## src/rtl/rxr_pkg.sv

```systemverilog
package rxr_pkg;
  localparam int DESC_WORDS = 4;
  localparam int OFS_STAT   = 0;
  localparam int OFS_BUF    = 1;
  localparam int OFS_LEN    = 2;
  localparam int OFS_NEXT   = 3;
  localparam int OWN_BIT    = 31;
  localparam int GIANT_BIT  = 13;
  localparam int ERR_LSB    = 1;
  localparam int OK_BIT     = 0;

  typedef enum logic [2:0] {
    ST_IDLE,
    ST_FETCH,
    ST_STALL,
    ST_RECV,
    ST_WLEN,
    ST_WSTAT
  } rxr_state_e;
endpackage

```

## src/rtl/rxr_fetch.sv

```systemverilog
module rxr_fetch #(
  parameter int AW = 16
) (
  input  logic          clk,
  input  logic          rst_n,
  input  logic          go,
  input  logic [AW-1:0] base,
  output logic          rd_en,
  output logic [AW-1:0] rd_addr,
  input  logic [31:0]   rd_data,
  output logic          done,
  output logic [31:0]   w_stat,
  output logic [31:0]   w_buf,
  output logic [31:0]   w_len,
  output logic [31:0]   w_next
);
  import rxr_pkg::*;
  localparam int IW = $clog2(DESC_WORDS + 1);

  logic [IW-1:0] idx;
  logic          active;
  logic          done_q;
  logic [AW-1:0] base_q;
  logic [31:0]   words [DESC_WORDS];

  always_ff @(posedge clk) begin
    if (!rst_n) begin
      idx    <= '0;
      active <= 1'b0;
      done_q <= 1'b0;
      base_q <= '0;
      for (int i = 0; i < DESC_WORDS; i++) words[i] <= '0;
    end else begin
      done_q <= 1'b0;
      if (go) begin
        active <= 1'b1;
        idx    <= '0;
        base_q <= base;
      end else if (active) begin
        if (idx != '0) words[2'(idx - IW'(1))] <= rd_data;
        if (idx == IW'(DESC_WORDS)) begin
          active <= 1'b0;
          done_q <= 1'b1;
        end
        idx <= idx + IW'(1);
      end
    end
  end

  assign rd_en   = active && (idx < IW'(DESC_WORDS));
  assign rd_addr = base_q + AW'(idx);
  assign done    = done_q;
  assign w_stat  = words[OFS_STAT];
  assign w_buf   = words[OFS_BUF];
  assign w_len   = words[OFS_LEN];
  assign w_next  = words[OFS_NEXT];
endmodule

```

## src/rtl/rxr_packer.sv

```systemverilog
module rxr_packer #(
  parameter int AW = 16,
  parameter int CW = 16
) (
  input  logic          clk,
  input  logic          rst_n,
  input  logic          clear,
  input  logic [AW-1:0] buf_base,
  input  logic [CW-1:0] buf_cap,
  input  logic          beat,
  input  logic [7:0]    beat_byte,
  input  logic          beat_last,
  output logic          wr_en,
  output logic [AW-1:0] wr_addr,
  output logic [31:0]   wr_data,
  output logic [CW-1:0] stored,
  output logic          overflow
);
  logic [CW-1:0] kept;
  logic [31:0]   acc;
  logic          giant;
  logic          room;
  logic [1:0]    lane;
  logic          at_cap;
  logic [31:0]   merged;

  assign room   = kept < buf_cap;
  assign lane   = kept[1:0];
  assign at_cap = (kept + CW'(1)) == buf_cap;

  always_comb begin
    merged = acc;
    merged[8*lane +: 8] = beat_byte;
  end

  assign wr_en   = beat && room && (lane == 2'd3 || beat_last || at_cap);
  assign wr_addr = buf_base + AW'(kept >> 2);
  assign wr_data = merged;

  always_ff @(posedge clk) begin
    if (!rst_n || clear) begin
      kept  <= '0;
      acc   <= '0;
      giant <= 1'b0;
    end else if (beat) begin
      if (room) begin
        kept <= kept + CW'(1);
        acc  <= wr_en ? '0 : merged;
      end else begin
        giant <= 1'b1;
      end
    end
  end

  assign stored   = kept;
  assign overflow = giant;
endmodule

```

## src/rtl/rx_ring_engine.sv

```systemverilog
module rx_ring_engine #(
  parameter int AW = 16,
  parameter int CW = 16
) (
  input  logic          clk,
  input  logic          rst_n,
  input  logic          cda_we,
  input  logic [AW-1:0] cda_wdata,
  input  logic          rx_start,
  output logic          stalled,
  input  logic          rx_valid,
  output logic          rx_ready,
  input  logic [7:0]    rx_data,
  input  logic          rx_last,
  input  logic [1:0]    rx_err,
  output logic          mem_en,
  output logic          mem_we,
  output logic [AW-1:0] mem_addr,
  output logic [31:0]   mem_wdata,
  input  logic [31:0]   mem_rdata
);
  import rxr_pkg::*;

  rxr_state_e    state, state_nx;
  logic [AW-1:0] cda;
  logic [1:0]    err_q;
  logic          host_ok;
  logic          fetch_go;
  logic [AW-1:0] fetch_base;
  logic          f_rd_en;
  logic [AW-1:0] f_rd_addr;
  logic          f_done;
  logic [31:0]   w_stat, w_buf, w_len, w_next;
  logic          owned;
  logic          pack_clear;
  logic          beat;
  logic          p_wr_en;
  logic [AW-1:0] p_wr_addr;
  logic [31:0]   p_wr_data;
  logic [CW-1:0] p_stored;
  logic          p_giant;
  logic [31:0]   stat_word;

  assign host_ok    = (state == ST_IDLE) || (state == ST_STALL);
  assign fetch_go   = (host_ok && rx_start) || (state == ST_WSTAT);
  assign fetch_base = (state == ST_WSTAT) ? AW'(w_next) : cda;
  assign owned      = w_stat[OWN_BIT];
  assign pack_clear = (state == ST_FETCH) && f_done && owned;
  assign rx_ready   = (state == ST_RECV);
  assign beat       = rx_ready && rx_valid;
  assign stalled    = (state == ST_STALL);

  rxr_fetch #(.AW(AW)) u_fetch (
    .clk     (clk),
    .rst_n   (rst_n),
    .go      (fetch_go),
    .base    (fetch_base),
    .rd_en   (f_rd_en),
    .rd_addr (f_rd_addr),
    .rd_data (mem_rdata),
    .done    (f_done),
    .w_stat  (w_stat),
    .w_buf   (w_buf),
    .w_len   (w_len),
    .w_next  (w_next)
  );

  rxr_packer #(.AW(AW), .CW(CW)) u_pack (
    .clk       (clk),
    .rst_n     (rst_n),
    .clear     (pack_clear),
    .buf_base  (AW'(w_buf)),
    .buf_cap   (CW'(w_len)),
    .beat      (beat),
    .beat_byte (rx_data),
    .beat_last (rx_last),
    .wr_en     (p_wr_en),
    .wr_addr   (p_wr_addr),
    .wr_data   (p_wr_data),
    .stored    (p_stored),
    .overflow  (p_giant)
  );

  always_comb begin
    state_nx = state;
    unique case (state)
      ST_IDLE, ST_STALL: if (rx_start) state_nx = ST_FETCH;
      ST_FETCH:          if (f_done) state_nx = owned ? ST_RECV : ST_STALL;
      ST_RECV:           if (beat && rx_last) state_nx = ST_WLEN;
      ST_WLEN:           state_nx = ST_WSTAT;
      ST_WSTAT:          state_nx = ST_FETCH;
      default:           state_nx = ST_IDLE;
    endcase
  end

  always_ff @(posedge clk) begin
    if (!rst_n) begin
      state <= ST_IDLE;
      cda   <= '0;
      err_q <= '0;
    end else begin
      state <= state_nx;
      if (host_ok && cda_we) cda <= cda_wdata;
      else if (state == ST_WSTAT) cda <= AW'(w_next);
      if (pack_clear) err_q <= '0;
      else if (beat && rx_last) err_q <= rx_err;
    end
  end

  always_comb begin
    stat_word = '0;
    stat_word[GIANT_BIT] = p_giant;
    stat_word[ERR_LSB +: 2] = err_q;
    stat_word[OK_BIT] = !p_giant && (err_q == 2'b00);
  end

  always_comb begin
    mem_en    = f_rd_en;
    mem_we    = 1'b0;
    mem_addr  = f_rd_addr;
    mem_wdata = '0;
    if (p_wr_en) begin
      mem_en    = 1'b1;
      mem_we    = 1'b1;
      mem_addr  = p_wr_addr;
      mem_wdata = p_wr_data;
    end else if (state == ST_WLEN) begin
      mem_en    = 1'b1;
      mem_we    = 1'b1;
      mem_addr  = cda + AW'(OFS_LEN);
      mem_wdata = 32'(p_stored);
    end else if (state == ST_WSTAT) begin
      mem_en    = 1'b1;
      mem_we    = 1'b1;
      mem_addr  = cda + AW'(OFS_STAT);
      mem_wdata = stat_word;
    end
  end
endmodule

```

## config.mk

```make
export PLATFORM = sky130hd
export DESIGN_NAME = rx_ring_engine
export DESIGN_NICKNAME = d
export VERILOG_FILES = /design/src/rtl/rxr_pkg.sv /design/src/rtl/rxr_fetch.sv /design/src/rtl/rxr_packer.sv /design/src/rtl/rx_ring_engine.sv
export SDC_FILE = /design/constraint.sdc
export NUM_CORES = 1
export LEC_CHECK = 0
export BUFFER_PORTS_ARGS = -buffer_cell sky130_fd_sc_hd__buf_2
export CORE_MARGIN = 2
export CORE_UTILIZATION = 55
export CTS_CLUSTER_SIZE = 20
export DETAILED_ROUTE_END_ITERATION = 8
export GPL_TIMING_DRIVEN = 0
export PLACE_DENSITY_LB_ADDON = 0.25
export SLEW_MARGIN = 20
export SYNTH_ARGS = -nofsm -noshare
export SYNTH_HDL_FRONTEND = slang
export SYNTH_SLANG_ARGS = --single-unit
```

## constraint.sdc

```tcl
create_clock -name clk -period 3.8 [get_ports clk]
set_clock_uncertainty 0.1 [all_clocks]
set_input_delay 0.38 -clock clk [delete_from_list [all_inputs] [get_ports clk]]
set_output_delay 0.38 -clock clk [all_outputs]
set_load 0.05 [all_outputs]
```

==> metrics.md, run 1 <==
| Metric | Value |
|---|---|
| Vias/cell | `5.93` |
| Psw | `1090 uW` |
| Worst path arrival time | `3310 ps` |
| Worst Tran Pin Value | `1130 ps` |
| Post-Synth Simple-Gate Area | `21.3%` |
| Synth Register Bits | `140` |
| Post-synthesis adder-cell area fraction | `6.52%` |
| Most common cell after layout, fill and taps aside | `nor2_1` |
| Clock Pin Slew Worst Setup and Hold Paths | `60 ps` |
| R2R setup slack | `430 ps` |
| Sequential Power Share | `42.8%` |
| Post-Route WL | `24600 um` |
| FP Rows | `45` |
| Final period util | `99.6%` |
| Relative slew slack | `24.1%` |
| CTS tree | `yes` |
| Crit path to | `mem_addr[10]` |
| First-pass GRT wire length | `38100 um` |
| Worst-path fanout max | `8` |
| GRT Overall Usage | `29.4%` |
| Die area | `16800 um^2` |
| Synthesized area per cell | `8.81 um^2` |
| Fmax | `0.264 GHz` |
| Antenna viol nets, final | `0` |
| P per Cell Area | `363 nW/um^2` |
| Mux share of post-synthesis cell area | `5.44%` |
| Setup CP Type | `reg -> out` |
| GR Util met3 | `7.06%` |
| TritonCTS Buffers | `17` |
| Final net count | `1233` |
| Synth Cell Area | `8670 um^2` |
| Run status | `finished, final reports clean` |
| Initial Util | `56.6%` |
| Share of the synthesized area in the top cell type | `21.0%` |
| Synthesis-to-layout area growth | `23.7%` |
| Main synth FF type | `dfxtp_1` |
| VDD IR max | `0.000347 V` |
| Longest Clk Path Bufs | `2` |
| Hold_ws | `71.2 ps` |
| CP endpoint kind | `output port` |
| Placer Congestion | `0.914` |
| Hold WC Path Type | `in -> reg` |
| First-pass detailed-route iteration total | `5` |
| Async S/R FF share, synth | `0%` |
| Switching portion of total power | `28.0%` |
| Largest net degree at the start of global routing | `17` |
| Synth cell types | `68` |
| Final count of hold timing violations | `0` |
| Final Max Tran Viols | `0` |
| Busiest grt layer | `met2` |
| Post-Synth XOR/XNOR Area | `6.46%` |
| Clock insertion delay at the later pin of the skew report | `450 ps` |
| DR WL/cell | `18.2 um` |
| Post-synth EDFFs | `49` |
| Int Power | `2810 uW` |
| Vias in the first global route | `7411` |
| # setup viols final | `0` |
| Met2 usage | `44.8%` |
| # IOs | `116` |
| CTS root buf | `clkbuf_16` |
| Ratio of cells with drive above 1 in the final layout | `21.1%` |
| Largest family of logic cells by synthesized area | `simple AND/OR/NAND/NOR gates` |
| Sink Count | `140` |
| Post-layout minimum cycle time | `3790 ps` |
| Dpl cell area | `9470 um^2` |
| Met1 global-route usage | `40.5%` |
| Worst endpoint required time | `3320 ps` |
| Post-route DRC | `0` |
| Routed vias | `7999` |
| Compound-Gate Fraction of Synth Area | `17.6%` |
| Filler cells | `1199` |
| Syn Nets | `1092` |
| Grt ovf | `0` |
| R2R cell count | `11` |
| Chip Height | `130 um` |
| Number of antenna violations at the first check in global routing | `0` |
| Combinational Power Share | `14.5%` |
| 1st-iter DRT viols | `875` |
| YS warnings | `0` |
| Synth area leader | `dfxtp_1` |
| Max-cap violations | `0` |
| Setup crit start kind | `flop` |
| Gate Count Post-Synth | `984` |
| Seq/Total Area, Yosys | `38.0%` |
| FF-to-FF Start | `u_fetch.words[2][1]$_SDFFCE_PN0P_` |
| Static Leak | `0.00440 uW` |
| Core Area | `15300 um^2` |
| N_diodes | `0` |
| Most frequent cells in the layout | `78 x nor2_1, 76 x dfxtp_1, 75 x nand2_1, 72 x buf_2` |
| R2r endpoint | `u_pack.acc[16]$_SDFFE_PP0P_` |
| Main area contributors after synthesis | `dfxtp_1 21%, edfxtp_1 17%, ha_1 6.1%` |
| PortBufs | `99` |
| Horiz. Die Dim | `130 um` |
| Launch point of the worst path | `u_pack.stored[3]$_SDFFE_PP0P_` |
| Clock power share | `42.7%` |
| H-tree levels | `4` |
| Final instance area | `10700 um^2` |
| DP HPWL | `17300 um` |
cells in the mapped netlist, types with 3 or more instances:
cell type and n:
or3_1 11, nand2_1 75, o21ai_0 60, nand4_1 11, o21a_1 5, or4_1 5, nand3_1 28, mux2i_1 40
mux2_4 4, o21bai_1 4, nor4_1 11, xor2_1 25, a31oi_1 7, o211ai_1 4, a211oi_1 35, and2_1 53
and3_1 7, nand2b_1 6, o22ai_1 22, o2bb2ai_1 12, and4_1 3, nor3_1 8, clkbuf_1 34, a21o_1 7
dfxtp_1 91, nand3b_1 5, ha_1 42, edfxtp_1 49, xnor2_1 39, buf_2 11, a21oi_1 52, o31ai_1 7
inv_1 50, nor2b_1 38, nor2_1 79
worst max-delay path: stages (launching register included):
cell and delay [ps]:
dfxtp_2 350, buf_6 140, nand4_2 170, or3_4 390
or3_4 410, a22oi_4 220, and3_1 260, a31oi_4 170
buf_6 180, buf_16 140, mux2i_2 230, buf_6 200
sequential cells by signal, indices dropped and copies added (netlist names):
| name | count |
|---|---|
| err_q | 2 |
| u_fetch.base_q | 16 |
| u_fetch.words | 49 |
| u_pack.stored | 16 |
| cda | 16 |
| u_pack.acc | 32 |
| u_pack.overflow | 1 |
| u_fetch.idx | 3 |
| state | 3 |
| u_fetch.done | 1 |
| u_fetch.active | 1 |
logic make-up after synthesis:
family          after synthesis
compound gates              235
xor+xnor                     64
fa+ha+maj                    44
buf+inv                     101
flops                       140
mux                          45
simple gates                355
layer usage:
layer  vias up  routed length (um)
met4         0                 639
li1       3801                   -
met5         -                   0
met3        54                2060
met1      3800               10600
met2       344               11200
worst min-delay path by stage:
stage / startpoint / endpoint / slack (ps) / cells after the start
after floorplan: u_pack.acc[10]$_SDFFE_PP0P_ / u_pack.acc[10]$_SDFFE_PP0P_ / 320 / 1
after global placement: u_pack.acc[0]$_SDFFE_PP0P_ / u_pack.acc[0]$_SDFFE_PP0P_ / 330 / 2
after detailed placement: u_pack.acc[14]$_SDFFE_PP0P_ / u_pack.acc[14]$_SDFFE_PP0P_ / 340 / 1
after CTS: rx_err[1] / err_q[1]$_SDFFE_PP0P_ / 70 / 3
after global routing: cda_wdata[3] / cda[3]$_SDFF_PN0_ / 120 / 3
final: rx_err[1] / err_q[1]$_SDFFE_PP0P_ / 70 / 3
power groups by stage:
stage / Sequential (uW) / Clock (uW) / Combinational, uW
3_5_place_dp: 1700 / 0 / 499
3_3_place_gp: 1700 / 0 / 488
5_1_grt: 1680 / 1730 / 613
6_report: 1670 / 1660 / 567
4_1_cts: 1670 / 1670 / 544
2_1_floorplan: 1680 / 0 / 358
layout make-up:
cell class	instances	area, um^2	share of cell area, %
plain buffers	48	285	2.66
clock buffers	24	537	5.00
clock inverters	8	48.8	0.455
inverters	51	191	1.78
multi-input cells	743	5240	48.8
flip-flops and latches	140	3320	30.9
well taps	211	264	2.46
repair buffers	124	846	7.88
through the flow:
stage / setup TNS [ps] / worst slack, ps / utilization [%] / std cells / power [uW]
after floorplan: -1920 / -239 / - / 984 / 2040
after global placement: -26050 / -652 / 61.6 / 1294 / 2190
after detailed placement: -10380 / -272 / 61.8 / 1297 / 2200
after CTS: 0 / 4.48 / 68.4 / 1338 / 3880
after global routing: -792 / -59.5 / 70.1 / 1349 / 4020
final: 0 / 14.1 / 70.1 / 1349 / 3900
timing repair:
| action | 4_1_cts | 5_1_grt |
|---|---|---|
| pin swaps | 5 | 12 |
| setup buffers | 8 | 13 |
| setup endpoints to repair | 50 | 50 |
| endpoints found under the hold margin | 0 | 0 |
| gates resized for setup | 96 | 48 |
| hold buffers | 0 | 0 |
| cloned | 1 | 0 |
Power figures use the tool's default switching activity.
==> run 2: changes to the inputs <==
ABC_AREA = 1   (was default)
==> run 2 against run 1 <==
Sequential power is 10% higher. Sequential share of layout area grew 0.79 points. Utilization shrank 4.6 points. Fmax is 1.8% higher. Synthesized cell count rose by 30%. Largest cell class unchanged. Hold slack better by 6.8 ps.
==> metrics.md, run 2 <==
| Metric | Value |
|---|---|
| Run status | `finished, final reports clean` |
| Clock insertion delay at the later pin of the skew report | `440 ps` |
| Dominant cell by count in the synthesized netlist | `nand2_1` |
| DP HPWL | `21400 um` |
| Hold Path Origin | `cda_wdata[9]` |
| Most flop-heavy register | `u_fetch.words` |
| Number of antenna violations at the first check in global routing | `0` |
| DR WL/cell | `17.2 um` |
| Share of the synthesized area in the top cell type | `20.3%` |
| WP buf/inv | `4` |
| Total power | `4830 uW` |
| Synthesized area per cell | `7.00 um^2` |
| Setup crit start kind | `flop` |
| Hold WC Path Type | `in -> reg` |
| Chip Height | `132 um` |
| TritonCTS Buffers | `17` |
| First-pass GRT wire length | `44200 um` |
| Grt ovf | `0` |
| Ratio of cells with drive above 1 in the final layout | `13.6%` |
| Final count of hold timing violations | `0` |
| Placed cell count | `1594` |
| 1st-iter DRT viols | `1266` |
| Final core utilization | `65.5%` |
| Reg area | `3300 um^2` |
| Max-cap violations | `0` |
| P per Cell Area | `465 nW/um^2` |
| Fmax | `0.269 GHz` |
| Routed vias | `9317` |
| Final Max Tran Viols | `0` |
| Main synth FF type | `dfxtp_1` |
| Initial Util | `56.4%` |
| GRT Overall Usage | `32.4%` |
| Synth area leader | `dfxtp_1` |
| Worst path arrival time | `3240 ps` |
| Horiz. Die Dim | `132 um` |
| Non-Filler Instances | `1630` |
| Worst Tran Pin Value | `913 ps` |
| N_diodes | `0` |
| Seq/Total Area, Yosys | `36.8%` |
| Main area contributors after synthesis | `dfxtp_1 20%, edfxtp_1 16%, nand2_1 11%` |
| CP endpoint kind | `output port` |
| Post-synth EDFFs | `49` |
| Post-route DRC | `0` |
| Final net count | `1509` |
| Worst endpoint required time | `3320 ps` |
| Gate Count Post-Synth | `1278` |
| Most common cell after layout, fill and taps aside | `nand2_1` |
| Area of the multi-input gates | `4770 um^2` |
| PortBufs | `100` |
| Worst-path fanout max | `12` |
| Setup TNS | `0 ps` |
| Critical path depth in cells | `13` |
| Synth Cell Area | `8950 um^2` |
| Dpl cell area | `9720 um^2` |
| Vias in the first global route | `8468` |
| Vias/cell | `5.72` |
| Largest registers | `u_fetch.words (49), u_pack.acc (32)` |
| Core Area | `15900 um^2` |
| Largest net degree at the start of global routing | `17` |
| Syn Nets | `1386` |
| Slowest stage cell, crit path | `dfxtp_2` |
| Final instance area | `10400 um^2` |
| Largest stage delay, worst path | `370 ps` |
| R2R cell count | `12` |
| CTS root buf | `clkbuf_16` |
| FP Rows | `46` |
| Launch point of the worst path | `u_pack.stored[0]$_SDFFE_PP0P_` |
| Placer Congestion | `0.992` |
| Synth Register Bits | `140` |
| Setup CP Type | `reg -> out` |
| First-pass detailed-route iteration total | `7` |
| YS warnings | `0` |
| # setup viols final | `0` |
| Antenna viol nets, final | `0` |
| Sink Count | `140` |
| Synthesis-to-layout area growth | `16.1%` |
| Longest Clk Path Bufs | `2` |
| Worst path top cell family by delay | `simple AND/OR/NAND/NOR gates` |
| Final period util | `97.8%` |
| Post-Route WL | `28100 um` |
| Max reg flops | `49` |
| Async S/R FF share, synth | `0%` |
| Hold Path Depth | `3` |
| Relative slew slack | `38.9%` |
| Synth cell types | `44` |
| Crit-path cells | `inv_2, ha_2, inv_1, nor2_1, nor3_1, nand4_1, nor2_1, nand3_2, nand2_4, nand2_4, buf_2, o21ai_1, buf_4` |
| Most frequent cells in the layout | `263 x nand2_1, 179 x inv_1, 157 x nor2_1, 95 x buf_2` |
| FF-to-FF Start | `state[2]$_SDFFE_PN0P_` |
| Filler cells | `1467` |
| # IOs | `116` |
| VDD IR max | `0.000311 V` |
| Die area | `17300 um^2` |
| Post-layout minimum cycle time | `3720 ps` |
| Synth cell count leaders | `263 x nand2_1, 179 x inv_1, 157 x nor2_1` |
| H-tree levels | `4` |
| Static Leak | `0.00459 uW` |
| Clock Pin Slew Worst Setup and Hold Paths | `70 ps` |
| CTS tree | `yes` |
==> run 2: logic make-up (layout without fill, tap and decap cells) <==
group / count (synthesis) / count (layout) / synth area share (%)
adder cells (fa/ha/maj): 44 / 44 / 6.32
flip-flops: 140 / 140 / 36.8
buffers and inverters: 235 / 371 / 10.2
AND/OR/NAND/NOR: 555 / 555 / 26.1
AO/OA/AOI/OAI: 273 / 273 / 17.3
XOR/XNOR: 31 / 31 / 3.34
==> run 2: final cells by class <==
class                      count  share of cell area [%]
sequential                   140                    31.7
timing repair buffer         104                    5.58
multi-input combinational    903                    45.9
buffer                        49                    2.12
clock inverter                15                    1.25
inverter                     186                    6.71
tap                          216                    2.60
clock buffer                  17                    4.09
==> run 2: routing by layer <==
layer	track usage [%]	vias up	share of wire [%]	wire, um
li1	-	4469	-	-
met1	45.7	4276	44	12300
met2	49.6	497	44	12300
met3	6.10	75	9.5	2680
met4	12.1	0	3.1	880
met5	0	-	0	0
==> run 2: final timing paths <==
check             slack [ps]                                 to
setup / recovery          80                        mem_addr[1]
hold / removal            80                  cda[9]$_SDFF_PN0_
setup reg to reg         660  u_fetch.words[1][6]$_SDFFCE_PN0P_
hold reg to reg          370         u_pack.acc[4]$_SDFFE_PP0P_
==> run 2: per-stage QoR <==
step | hold slack (ps) | setup slack (ps)
after floorplan | 345 | 511
after global placement | 352 | 253
after detailed placement | 357 | 242
after CTS | 77.4 | 25.2
after global routing | 93.1 | -3.08
final | 78.0 | 82.1
==> run 2: what timing repair did <==
item / 4_1_cts / 5_1_grt
hold buffers: 0 / 0
pin swaps: 0 / 2
resized for setup: 5 / 37
endpoints found under the setup margin: 42 / 50
setup buffers: 0 / 4
==> run 2: power by group <==
| group | leakage [uW] | switching, uW | internal (uW) |
|---|---|---|---|
| Combinational | 0.00308 | 978 | 399 |
| Clock | 0.000263 | 758 | 857 |
| Sequential | 0.00125 | 156 | 1680 |
==> run 2: worst register-to-register path, cell delays in order (launching register included) <==
cell,delay [ps]
dfxtp_1,350
inv_1,60
nor2_2,360
inv_1,120
nor2_2,200
inv_1,130
nand2_1,170
a211oi_2,70
nand2_1,210
nor2_1,90
nand2_1,220
buf_2,260
nand2_1,400
==> run 3: changes to the inputs <==
RECOVER_POWER = 25   (was default)
==> run 3 against run 2 <==
Register-to-register slack worse by 90 ps. Combinational power is essentially flat. Sequential share of layout area hardly changed. Critical endpoint unchanged. Cell area about the same. Utilization shrank 0.063 points.
==> metrics.md, run 3 (same netlist as run 2, synthesis figures left out) <==
| Metric | Value |
|---|---|
| Run status | `finished, final reports clean` |
| Clock power share | `33.4%` |
| Longest Clk Path Bufs | `2` |
| Number of antenna violations at the first check in global routing | `0` |
| Worst path arrival time | `3230 ps` |
| FF-to-FF Start | `state[2]$_SDFFE_PN0P_` |
| Final WS setup | `88.0 ps` |
| Setup CP Type | `reg -> out` |
| Post-CTS Hold Fix Bufs | `0` |
| Final instance area | `10400 um^2` |
| Most frequent cells in the layout | `263 x nand2_1, 181 x inv_1, 158 x nor2_1, 93 x buf_2` |
| Max-cap violations | `0` |
| Hold WC Path Type | `in -> reg` |
| Switching portion of total power | `39.1%` |
| GRT Overall Usage | `32.4%` |
| Vias/cell | `5.73` |
| Setup crit start kind | `flop` |
| CTS root buf | `clkbuf_16` |
| Antenna viol nets, final | `0` |
| Psw | `1890 uW` |
| Fmax | `0.269 GHz` |
| Max reg flops | `49` |
| DP Worst Slack | `242 ps` |
| Most common cell after layout, fill and taps aside | `nand2_1` |
| Static Leak | `0.00459 uW` |
| FP Rows | `46` |
| H-tree levels | `4` |
| Synthesis-to-layout area growth | `16.0%` |
| TritonCTS Buffers | `17` |
| Most flop-heavy register | `u_fetch.words` |
| Dpl cell area | `9720 um^2` |
| VDD IR max | `0.000308 V` |
| Final net count | `1509` |
| Int Power | `2940 uW` |
| Post-layout minimum cycle time | `3710 ps` |
| Largest registers | `u_fetch.words (49), u_pack.acc (32)` |
| Chip Height | `132 um` |
| Die area | `17300 um^2` |
| Vias in the first global route | `8468` |
| Post-route DRC | `0` |
| CTS tree | `yes` |
| Placer Congestion | `0.992` |
| Launch point of the worst path | `u_pack.stored[0]$_SDFFE_PP0P_` |
| First-pass GRT wire length | `44200 um` |
| Sequential Power Share | `38.1%` |
| Worst endpoint required time | `3320 ps` |
| Hold Path Origin | `cda_wdata[9]` |
| Core Area | `15900 um^2` |
| CP endpoint kind | `output port` |
| Grt ovf | `0` |
| Final count of hold timing violations | `0` |
| P per Cell Area | `464 nW/um^2` |
| Hold_ws | `80.5 ps` |
| # setup viols final | `0` |
| Final Max Tran Viols | `0` |
| Final core utilization | `65.4%` |
| Worst-path fanout max | `12` |
| N_diodes | `0` |
| Worst Tran Pin Value | `923 ps` |
| 1st-iter DRT viols | `1209` |
| Horiz. Die Dim | `132 um` |
| Largest net degree at the start of global routing | `17` |
| Initial Util | `56.4%` |
| DP HPWL | `21400 um` |
| Post-Route WL | `28000 um` |
| First-pass detailed-route iteration total | `6` |
| # IOs | `116` |
| DR WL/cell | `17.2 um` |
| Combinational Power Share | `28.5%` |
| Ratio of cells with drive above 1 in the final layout | `13.2%` |
| Clock Pin Slew Worst Setup and Hold Paths | `70 ps` |
| Routed vias | `9334` |
| PortBufs | `100` |
| Clock insertion delay at the later pin of the skew report | `440 ps` |
| Sink Count | `140` |
| Final period util | `97.7%` |
| Relative slew slack | `38.2%` |
==> run 3: critical path: stages (launching register included) <==
cell and delay (ps):
dfxtp_2 370, inv_2 220, ha_2 370, inv_1 160, nor2_1 60, nor3_1 190
nand4_1 140, nor2_1 190, nand3_2 140, nand2_4 150, nand2_4 70, buf_2 220
o21ai_1 250, buf_4 250
==> run 3: metal layers <==
metal	GRT usage, %	up-vias	share of wire, %	wire length [um]
met1	45.7	4254	43	12100
met3	6.10	83	10	2870
li1	-	4480	-	-
met2	49.6	517	43	12200
met4	12.1	0	3.3	912
met5	0	-	0	0
==> run 3: final timing paths <==
check | endpoint | slack, ps | cells past startpoint
max | mem_addr[1] | 90 | 13
min | cda[9]$_SDFF_PN0_ | 80 | 3
max reg2reg | u_fetch.words[1][6]$_SDFFCE_PN0P_ | 570 | 12
min reg2reg | u_pack.acc[28]$_SDFFE_PP0P_ | 370 | 2
==> run 3: timing repair <==
item	in CTS	in global routing
setup endpoints to repair	42	50
resized for setup	5	37
pin swaps	0	2
buffers inserted	0	4
==> run 3: cell type report <==
| type | instances | area (um^2) |
|---|---|---|
| buffer | 49 | 220 |
| clock buffer | 17 | 425 |
| timing repair buffer | 104 | 578 |
| sequential | 140 | 3300 |
| tap | 216 | 270 |
| clock inverter | 15 | 130 |
| multi-input combinational | 903 | 4770 |
| inverter | 186 | 698 |
| fill | 1470 | 5500 |
==> run 3: metrics by stage <==
stage	TNS [ps]	total power, uW	std cells
2_1_floorplan	0	2760	1278
3_3_place_gp	0	3140	1594
3_5_place_dp	0	3160	1594
4_1_cts	0	4750	1626
5_1_grt	-3.08	5020	1630
6_report	0	4820	1630
==> run 3: power groups by stage <==
| stage | Sequential [uW] | Clock, uW | Combinational, uW |
|---|---|---|---|
| global route | 1850 | 1670 | 1500 |
| finish | 1840 | 1610 | 1370 |
| detailed placement | 1860 | 0 | 1300 |
| global placement | 1860 | 0 | 1280 |
| CTS | 1830 | 1600 | 1320 |
| floorplan | 1800 | 0 | 961 |
